--- src/rtl/dmc_pkg.sv ---
package dmc_pkg;
  typedef enum logic [1:0] {
    ST_IDLE      = 2'd0,
    ST_COMPARE   = 2'd1,
    ST_WRITEBACK = 2'd2,
    ST_ALLOCATE  = 2'd3
  } dmc_state_t;
endpackage

--- src/rtl/dmc_tag_store.sv ---
module dmc_tag_store #(
  parameter int LINES = 16,
  parameter int IDX_W = 4,
  parameter int TAG_W = 5
) (
  input  logic             clk,
  input  logic             rst,
  input  logic [IDX_W-1:0] idx,
  input  logic             fill_en,
  input  logic [TAG_W-1:0] fill_tag,
  input  logic             mark_dirty,
  output logic             rd_valid,
  output logic             rd_dirty,
  output logic [TAG_W-1:0] rd_tag
);
  logic [LINES-1:0] valid_q;
  logic [LINES-1:0] dirty_q;
  logic [TAG_W-1:0] tag_q [LINES];

  always_ff @(posedge clk) begin
    if (rst) begin
      valid_q <= '0;
      dirty_q <= '0;
    end else if (fill_en) begin
      valid_q[idx] <= 1'b1;
      dirty_q[idx] <= 1'b0;
    end else if (mark_dirty) begin
      dirty_q[idx] <= 1'b1;
    end
  end

  always_ff @(posedge clk) begin
    if (fill_en) tag_q[idx] <= fill_tag;
  end

  assign rd_valid = valid_q[idx];
  assign rd_dirty = valid_q[idx] & dirty_q[idx];
  assign rd_tag   = tag_q[idx];


  fill_clean_chk: assert property (@(posedge clk) disable iff (rst)
    fill_en |=> valid_q[$past(idx)] && !dirty_q[$past(idx)]);


  dirty_set_chk: assert property (@(posedge clk) disable iff (rst)
    mark_dirty |=> dirty_q[$past(idx)]);


  no_fill_dirty_chk: assert property (@(posedge clk) disable iff (rst)
    !(fill_en && mark_dirty));
endmodule

--- src/rtl/dmc_data_store.sv ---
module dmc_data_store #(
  parameter int LINES      = 16,
  parameter int IDX_W      = 4,
  parameter int LINE_BYTES = 8,
  parameter int OFS_W      = 3,
  localparam int LINE_W    = LINE_BYTES * 8
) (
  input  logic              clk,
  input  logic              rst,
  input  logic [IDX_W-1:0]  idx,
  input  logic              byte_we,
  input  logic [OFS_W-1:0]  ofs,
  input  logic [7:0]        byte_data,
  input  logic              line_we,
  input  logic [LINE_W-1:0] line_data,
  output logic [LINE_W-1:0] rd_line
);
  for (genvar g = 0; g < LINE_BYTES; g++) begin : g_lane
    logic [7:0] lane_q [LINES];
    logic       lane_we;
    logic [7:0] lane_wd;

    always_comb begin
      lane_we = line_we | (byte_we & (ofs == OFS_W'(g)));
      lane_wd = line_we ? line_data[g*8 +: 8] : byte_data;
    end

    always_ff @(posedge clk) begin
      if (lane_we) lane_q[idx] <= lane_wd;
    end

    assign rd_line[g*8 +: 8] = lane_q[idx];


    lane_fill_chk: assert property (@(posedge clk) disable iff (rst)
      line_we |=> lane_q[$past(idx)] == $past(line_data[g*8 +: 8]));
  end
endmodule

--- src/rtl/dmc_cache.sv ---
module dmc_cache #(
  parameter int ADDR_W     = 12,
  parameter int LINES      = 16,
  parameter int LINE_BYTES = 8,
  localparam int OFS_W     = $clog2(LINE_BYTES),
  localparam int IDX_W     = $clog2(LINES),
  localparam int TAG_W     = ADDR_W - IDX_W - OFS_W,
  localparam int BLK_W     = ADDR_W - OFS_W,
  localparam int LINE_W    = LINE_BYTES * 8
) (
  input  logic              clk,
  input  logic              rst,
  input  logic              cpu_req,
  input  logic              cpu_we,
  input  logic [ADDR_W-1:0] cpu_addr,
  input  logic [7:0]        cpu_wdata,
  output logic [7:0]        cpu_rdata,
  output logic              cpu_ready,
  output logic              mem_req,
  output logic              mem_we,
  output logic [BLK_W-1:0]  mem_addr,
  output logic [LINE_W-1:0] mem_wline,
  input  logic [LINE_W-1:0] mem_rline,
  input  logic              mem_ack
);
  import dmc_pkg::*;

  dmc_state_t        state;
  logic [ADDR_W-1:0] req_addr;
  logic              req_we;
  logic [7:0]        req_wdata;

  logic [TAG_W-1:0]  req_tag;
  logic [IDX_W-1:0]  req_idx;
  logic [OFS_W-1:0]  req_ofs;
  logic              rd_valid, rd_dirty, hit;
  logic [TAG_W-1:0]  rd_tag;
  logic [LINE_W-1:0] rd_line;
  logic              fill_en, wr_hit;
  logic [7:0]        sel_byte;

  assign req_tag = req_addr[ADDR_W-1 -: TAG_W];
  assign req_idx = req_addr[OFS_W +: IDX_W];
  assign req_ofs = req_addr[OFS_W-1:0];

  always_comb begin
    hit      = rd_valid && (rd_tag == req_tag);
    fill_en  = (state == ST_ALLOCATE) && mem_ack;
    wr_hit   = (state == ST_COMPARE) && hit && req_we;
    sel_byte = rd_line[{req_ofs, 3'b000} +: 8];
  end

  dmc_tag_store #(.LINES(LINES), .IDX_W(IDX_W), .TAG_W(TAG_W)) u_tags (
    .clk(clk), .rst(rst), .idx(req_idx),
    .fill_en(fill_en), .fill_tag(req_tag), .mark_dirty(wr_hit),
    .rd_valid(rd_valid), .rd_dirty(rd_dirty), .rd_tag(rd_tag)
  );

  dmc_data_store #(.LINES(LINES), .IDX_W(IDX_W), .LINE_BYTES(LINE_BYTES),
                   .OFS_W(OFS_W)) u_data (
    .clk(clk), .rst(rst), .idx(req_idx),
    .byte_we(wr_hit), .ofs(req_ofs), .byte_data(req_wdata),
    .line_we(fill_en), .line_data(mem_rline), .rd_line(rd_line)
  );

  always_ff @(posedge clk) begin
    if (rst) begin
      state     <= ST_IDLE;
      req_addr  <= '0;
      req_we    <= 1'b0;
      req_wdata <= '0;
      cpu_rdata <= '0;
      cpu_ready <= 1'b0;
      mem_req   <= 1'b0;
      mem_we    <= 1'b0;
      mem_addr  <= '0;
      mem_wline <= '0;
    end else begin
      cpu_ready <= 1'b0;
      case (state)
        ST_IDLE: begin
          if (cpu_req) begin
            req_addr  <= cpu_addr;
            req_we    <= cpu_we;
            req_wdata <= cpu_wdata;
            state     <= ST_COMPARE;
          end
        end
        ST_COMPARE: begin
          if (hit) begin
            cpu_ready <= 1'b1;
            if (!req_we) cpu_rdata <= sel_byte;
            state <= ST_IDLE;
          end else if (rd_dirty) begin
            mem_req   <= 1'b1;
            mem_we    <= 1'b1;
            mem_addr  <= {rd_tag, req_idx};
            mem_wline <= rd_line;
            state     <= ST_WRITEBACK;
          end else begin
            mem_req  <= 1'b1;
            mem_we   <= 1'b0;
            mem_addr <= req_addr[ADDR_W-1:OFS_W];
            state    <= ST_ALLOCATE;
          end
        end
        ST_WRITEBACK: begin
          if (mem_ack) begin
            mem_we   <= 1'b0;
            mem_addr <= req_addr[ADDR_W-1:OFS_W];
            state    <= ST_ALLOCATE;
          end
        end
        ST_ALLOCATE: begin
          if (mem_ack) begin
            mem_req <= 1'b0;
            state   <= ST_COMPARE;
          end
        end
        default: state <= ST_IDLE;
      endcase
    end
  end


  ready_pulse_chk: assert property (@(posedge clk) disable iff (rst)
    cpu_ready |=> !cpu_ready);


  mem_hold_chk: assert property (@(posedge clk) disable iff (rst)
    mem_req && !mem_ack |=> mem_req && $stable(mem_addr) && $stable(mem_we));


  quiet_hit_chk: assert property (@(posedge clk) disable iff (rst)
    cpu_ready |-> !mem_req);


  retry_hit_chk: assert property (@(posedge clk) disable iff (rst)
    (state == ST_ALLOCATE) && mem_ack |=> (state == ST_COMPARE) && hit);


  req_hold_chk: assert property (@(posedge clk) disable iff (rst)
    (state != ST_IDLE) |=> $stable(req_addr) && $stable(req_wdata));
endmodule

--- config.mk ---
export PLATFORM = sky130hd
export DESIGN_NAME = dmc_cache
export DESIGN_NICKNAME = d
export VERILOG_FILES = /design/src/rtl/dmc_pkg.sv /design/src/rtl/dmc_tag_store.sv /design/src/rtl/dmc_data_store.sv /design/src/rtl/dmc_cache.sv
export SDC_FILE = /design/constraint.sdc
export NUM_CORES = 1
export LEC_CHECK = 0
export BUFFER_PORTS_ARGS = -buffer_cell sky130_fd_sc_hd__buf_2
export CAP_MARGIN = 20
export CORE_MARGIN = 2
export CORE_UTILIZATION = 25
export CTS_CLUSTER_SIZE = 30
export DETAILED_ROUTE_END_ITERATION = 8
export SETUP_SLACK_MARGIN = 0.15
export SLEW_MARGIN = 20
export SYNTH_ARGS = -nofsm -noshare
export SYNTH_HDL_FRONTEND = slang
export SYNTH_HIERARCHICAL = 1
export SYNTH_SLANG_ARGS = --single-unit
--- constraint.sdc ---
create_clock -name clk -period 3.7 [get_ports clk]
set_input_delay 0.37 -clock clk [delete_from_list [all_inputs] [get_ports clk]]
set_output_delay 0.37 -clock clk [all_outputs]
set_load 0.1 [all_outputs]
# == Word-level counts from Yosys, hierarchy flattened ==
# Memory sizes are Yosys's and may differ from the RTL's. A register that Yosys moved wholly into a read port is not among the register bits.
# Index checks and enable logic that the tools add are counted.
# W data, S select, Z words.
# totals
register_bits,139
ram_bits,1104
in_bits,89
output_inout_bits,84
wordCells,149
n_memories,9
# op_classes
n_lt_le_gt_ge,2
n_eq_ne,15
shift,1
mux,69
bitwise,24
reduce_logical,17
# mem_list
memory,depth,word_bits,read_ports,rd_clocked_by_memory_dff,write_ports,line_no,rtl
u_data.g_lane[0].lane_q,16,8,1,1,1,dmc_data_store.sv:19,logic [7:0] lane_q [LINES];
u_data.g_lane[1].lane_q,16,8,1,1,1,dmc_data_store.sv:19,
u_data.g_lane[2].lane_q,16,8,1,1,1,dmc_data_store.sv:19,
u_data.g_lane[3].lane_q,16,8,1,1,1,dmc_data_store.sv:19,
u_data.g_lane[4].lane_q,16,8,1,1,1,dmc_data_store.sv:19,
u_data.g_lane[5].lane_q,16,8,1,1,1,dmc_data_store.sv:19,
+3 memories,-,-,-,-,-,-,
# ops
op,n
$mux W4,18
$mux W8,8
$shiftx A64 B7 Y8,1
$mux W16,2
$or A16 B16 Y16,2
$mux W1,27
$mux W9,3
$pmux W9 S2,1
$and A16 B16 Y16,1
$not A16 Y16,1
$reduce_and A3 Y1,5
$eq A3 B3 Y1 const B,4
$and A1 B1 Y1,9
$bmux W1 S4,2
$mux W2,4
$ne A2 B2 Y1 const B,4
$or A1 B1 Y1,8
$pmux W2 S4,1
$eq A3 B2 Y1 const B,2
$reduce_bool A2 Y1,3
$eq A5 B5 Y1,1
$logic_and A1 B1 Y1,5
$lt A4 B5 Y1 const B,1
$demux W1 S4,1
10 further kinds,14

# == Depth between registers and ports, before layout ==
# depth
word_depth,9
mapped_depth,12
depth_no_buf,9

# == By module ==
# The synthesis kept the hierarchy.
# by_module_without_submodules
mod,n_inst,cells_per_inst,area_each_um2,seq_area_each_um2
dmc_data_store,1,1884,39391.5,30749.5
dmc_cache,1,521,4877.2,2142.1
dmc_tag_store,1,261,4404.2,3042.9

# == Least setup slack after synthesis ==
# No wires, ideal clock.
# synth_timing
path_kind,flip-flop to flip-flop
startpoint,register req_addr[3]
endpoint,memory u_data.g_lane[3].lane_q[11][0] (enable)
setup_time_ps,370
arrival_time_ps,3654
t_required_ps,3330
path_slack_ps,-325
stages_incl_launch_ff,13
n_path_buf,4
synth_period_minus_slack_ps,4025
cell_sequence,dfxtp_1 -> buf_6 -> buf_6 -> mux4_2 -> mux4_2 -> xnor2_1 -> and4_1 -> buf_2 -> and3_1 -> nor2b_1 -> a31oi_1 -> clkbuf_1 -> nor2_1
# synth_between
elab_chain_cells,9
# synth_lines
item,line_no,rtl
from (decl),dmc_cache.sv:29,logic [ADDR_W-1:0] req_addr;
from (signal assigned),dmc_cache.sv:83,req_addr <= cpu_addr;
$bmux W1 S4,dmc_tag_store.sv:36,assign rd_valid = valid_q[idx];
$mux W1 (not written as such),dmc_tag_store.sv:36,
$logic_and A1 B1 Y1,dmc_cache.sv:47,hit = rd_valid && (rd_tag == req_tag);
$logic_and A1 B1 Y1 (2 in a row),dmc_cache.sv:49,wr_hit = (state == ST_COMPARE) && hit && req_we;
via wr_hit,dmc_cache.sv:39,"logic fill_en, wr_hit;"
$and A1 B1 Y1,dmc_data_store.sv:24,lane_we = line_we | (byte_we & (ofs == OFS_W'(g)));
$or A1 B1 Y1,dmc_data_store.sv:24,
$mux W1,dmc_data_store.sv:29,if (lane_we) lane_q[idx] <= lane_wd;
$mux W1 (not written as such),dmc_data_store.sv:29,
to (decl),dmc_data_store.sv:19,
# The timed path passes the listed nets, and every way through them passes these cells. The select of a mux whose other input is x is not followed.

# == Worst setup path after layout ==
# layout_timing
startpoint,register req_addr[3]
endpoint,memory u_data.g_lane[1].lane_q[9][5] (enable)
# layout_between
elab_chain_cells,9
# layout_lines
item,line_no
$bmux W1 S4,dmc_tag_store.sv:36
$mux W1 (not written as such),dmc_tag_store.sv:36
$logic_and A1 B1 Y1,dmc_cache.sv:47
$logic_and A1 B1 Y1 (2 in a row),dmc_cache.sv:49
via wr_hit,dmc_cache.sv:39
$and A1 B1 Y1,dmc_data_store.sv:24
$or A1 B1 Y1,dmc_data_store.sv:24
$mux W1,dmc_data_store.sv:29
$mux W1 (not written as such),dmc_data_store.sv:29
to (decl),dmc_data_store.sv:19
# The timed path passes the listed nets, and every way through them passes these cells. The select of a mux whose other input is x is not followed.

==> summary by stage <==
STA
Clock skew on the completed layout was measured at 0.03409 ns. The post-route minimum period is 3.584 ns. In the finished design, the share of the clock period the worst path needs comes to 0.9687. Setup repair after global routing could not meet its margin everywhere. The count of endpoints failing hold in the final timing report is 0. Setup violations remaining at the end of the flow were counted as 0. Timing would allow up to 279.0 MHz.

The final max-slew violation count is 0. The worst path setup slack after routing is 0.1156 ns. Measured against its own limit, the worst slew margin works out to 0.2845.

For the pin with the worst max-slew slack, the measured transition is 1.069 ns.

Global route
The number of global-route vias before repair was 26620. The number of antenna violations at the first check in global routing is 4. After global routing the overflow that remains totals 0. The first-pass GRT wire length is 190.8 mm.

Across every metal layer, demand over resource in global routing totals 0.1327. The largest net degree at the start of global routing is 98.

Setup path
The worst setup path is of the flip-flop to flip-flop kind. Measured in cells, the most critical reg-to-reg path has a length of 11. The setup check on the worst reg-to-reg path leaves a slack of 0.12 ns. STA puts the critical path data arrival time at 4.00 ns. The maximum fanout along the worst path is 8. The critical path startpoint category is a flip-flop.

STA classifies the critical path endpoint as a flip-flop. STA puts the critical path data required time at 4.11 ns.

Pwr
The static power due to leakage is 19.36 nW. In this run the power density over the cells is 522.2 nW/µm². IR analysis of the VDD net gives a maximum drop of 0.4358 mV.

Hold path
The worst hold path belongs to the class input pin to flip-flop. Along the worst hold path, the cell count comes to 3.

Floorplanning
The starting density of the core is 0.2522. The area of the core region is 193000 µm². The width of the die is 445.2 µm.

The floorplan step defined a die boundary enclosing 198200 µm². The die span in y is 445.2 µm. The placement row count is 161. Pin placement for this block handled 173 I/O pins.

Logic synthesis
The post-synthesis average cell area is 18.26 µm². The number of enable flip-flop cells after synthesis is 1104. In this run, synthesis produced a sequential element count of 1243. Of the post-synthesis cell area, the dominant cell type holds 0.6811. After synthesis, the share of flip-flops with an asynchronous set or reset is 0. Of all cell types, the one taking the most synthesized area is sky130_fd_sc_hd__edfxtp_1. Synthesis produced a netlist with a net count of 2759. The dominant register cell in the synthesized netlist is sky130_fd_sc_hd__edfxtp_1.

In the post-synthesis netlist, the biggest area contributors are sky130_fd_sc_hd__edfxtp_1 (68%), sky130_fd_sc_hd__mux4_2 (14%), sky130_fd_sc_hd__dfxtp_1 (5.7%). The mapped netlist covers 48670 µm². After synthesis, the netlist uses 45 different library cells. The total number of yosys warnings is 6. For this run, the register share of the synthesized area comes to 0.7383.

Synthesis produced 2666 cells.

Job
Max-cap violations in this run came to 0.

CTS
The clock tree root buffer cell is sky130_fd_sc_hd__clkbuf_16. Counting the buffers created by CTS gives 117. The H-tree was split into 3 levels.

TritonCTS built the clock tree. The later-pin clock latency in the skew report is 0.75 ns. The clock-pin transition on the worst setup and hold timing paths is 0.06 ns. The tree built by TritonCTS fans out to 1243 sinks. The buffer levels on the longest clock path is 3.

Routing
The pre-antenna-repair detailed-routing pass consisted of 5 iterations. The final antenna-violating net count is 0. In the final routed layout, each cell accounts on average for 23.73 µm.

Summed over all layers, the routed wires come to 136.0 mm. The total via count after detailed routing is 26290. For this block, the initial DRC count from the detailed router was 2467. The count of unresolved DRC violations after routing is 0. In the routed layout, each cell is associated on average with a via count of 4.585.

Placed design
The congestion estimate from routability-driven global placement came to 0.8360. The estimated wirelength of the detail-placed design is 92.43 mm. Counting tap cells, the placed design contains a total of 5468 instances. The worst slack at placement is -0.2995 ns. The count of input and output buffers is 172.

Outcome
The run finished with clean final reports.

Final layout
The number of filler cells placed in the layout is 18630. The non-filler instance count after layout is 5733. Relative to the synthesized area, the layout overhead comes to 23.20%. At the end of the flow, the number of nets in the layout was 3200. Of the cells placed in the final design, the portion with a size suffix greater than 1 is 0.3407.
## final timing paths
kind,startpoint,endpoint
hold / removal,cpu_addr[11],req_addr[11]$_SDFFE_PP0P_
setup / recovery,req_addr[3]$_SDFFE_PP0P_,u_data/g_lane[1].lane_q[9][5]$_DFFE_PP_
setup reg to reg,req_addr[3]$_SDFFE_PP0P_,u_data/g_lane[1].lane_q[9][5]$_DFFE_PP_
hold reg to reg,req_wdata[4]$_SDFFE_PP0P_,req_wdata[4]$_SDFFE_PP0P_
## worst max-delay path, cell delays in order (launching register included)
cell and delay (ns):
sky130_fd_sc_hd__dfxtp_4 0.43, sky130_fd_sc_hd__buf_12 0.14, sky130_fd_sc_hd__mux4_2 0.49, sky130_fd_sc_hd__mux4_2 0.53
sky130_fd_sc_hd__xnor2_2 0.21, sky130_fd_sc_hd__and4_4 0.27, sky130_fd_sc_hd__and3_4 0.26, sky130_fd_sc_hd__nor2b_4 0.19
sky130_fd_sc_hd__buf_6 0.15, sky130_fd_sc_hd__a21oi_4 0.10, sky130_fd_sc_hd__buf_12 0.20, sky130_fd_sc_hd__nor2_4 0.25
## registers in the layout, summed over array words and instances (netlist names), named ones only
signal	flops
u_tags/valid_q	16
cpu_rdata	8
u_data/g_lane.lane_q	1024
state	2
mem_we	1
req_we	1
req_addr	12
u_tags/tag_q	80
req_wdata	8
mem_req	1
mem_addr	9
mem_wline	64
cpu_ready	1
## synth_stat cells, drive strengths merged, types with 2 or more instances
master / n
o21ai: 5
xnor2: 5
o2111ai: 2
a41oi: 2
buf: 65
nand2: 399
a31oi: 5
a21oi: 49
nor2: 178
nand3: 7
nor3: 22
nand2b: 11
a22oi: 132
dfxtp: 139
nand3b: 2
edfxtp: 1104
a211oi: 8
ha: 4
and3: 3
clkbuf: 101
mux2i: 81
mux4: 305
mux2: 5
nor2b: 11
and2: 3
inv: 6
## report_power, final
| group | internal, mW | switching, mW |
|---|---|---|
| Clock | 6.86 | 5.18 |
| Sequential | 15.6 | 0.0644 |
| Combinational | 1.34 | 2.31 |
## cell type report
type / count / area, µm² / area share
clock inverter: 59 / 600.6 / 0.01002
tap: 2526 / 3161 / 0.05271
inverter: 6 / 30.03 / 0.0005008
multi-input combinational: 1251 / 12580 / 0.2099
antenna: 2 / 5.005 / 0.00008346
timing repair buffer: 488 / 4394 / 0.07328
sequential: 1243 / 35940 / 0.5994
clock buffer: 158 / 3249 / 0.05419
## placed cells by master (no fill, tap or decap), types with 66 or more instances in the layout
master / Yosys / routed
sky130_fd_sc_hd__buf_12: 7 / 71
sky130_fd_sc_hd__mux4_2: 293 / 304
sky130_fd_sc_hd__nor2_1: 178 / 66
sky130_fd_sc_hd__mux2i_1: 81 / 81
sky130_fd_sc_hd__buf_4: 8 / 199
sky130_fd_sc_hd__buf_2: 33 / 172
sky130_fd_sc_hd__clkbuf_16: 0 / 127
sky130_fd_sc_hd__nand2_1: 399 / 399
sky130_fd_sc_hd__a22oi_1: 132 / 132
sky130_fd_sc_hd__dfxtp_1: 139 / 137
sky130_fd_sc_hd__edfxtp_1: 1104 / 1104
## kinds of logic after synthesis
group | synth area share
xor gates and xnor gates | 0.0008997
muxes | 0.1599
DFF | 0.7383
and+or+nand+nor | 0.05254
AOI/OAI and AO/OA | 0.02969
buffers and inverters | 0.01769
adders and majority gates | 0.001028
## per-layer routing
metal	wire length (µm)	track usage	vias up
li1	-	-	11450
met2	70460	0.2339	793
met5	13	0	-
met1	52000	0.1576	13830
met3	6435	0.01768	215
met4	7115	0.06936	2
## timing repair
| item | CTS | global route |
|---|---|---|
| pin swaps | 11 | 11 |
| endpoints found under the setup margin | 1033 | 599 |
| hold buffers | 19 | 0 |
| gates cloned | 0 | 5 |
| hold endpoints to repair | 19 | 0 |
| setup buffers | 15 | 7 |
| gates resized for setup | 9 | 44 |
## per-stage QoR
stage	total power, mW	cell area (µm²)	TNS (ns)	hold WS, ns	util
floorplan	17.84	49320	0	0.4348	-
global placement	19.46	55250	-51.46	0.4443	0.2863
detailed placement	19.49	55250	-63.37	0.4470	0.2863
CTS	31.53	59610	0	0.03926	0.3089
global route	32.25	59960	0	0.05541	0.3107
finish	31.32	59970	0	0.08483	0.3107
Power figures use the tool's default switching activity.
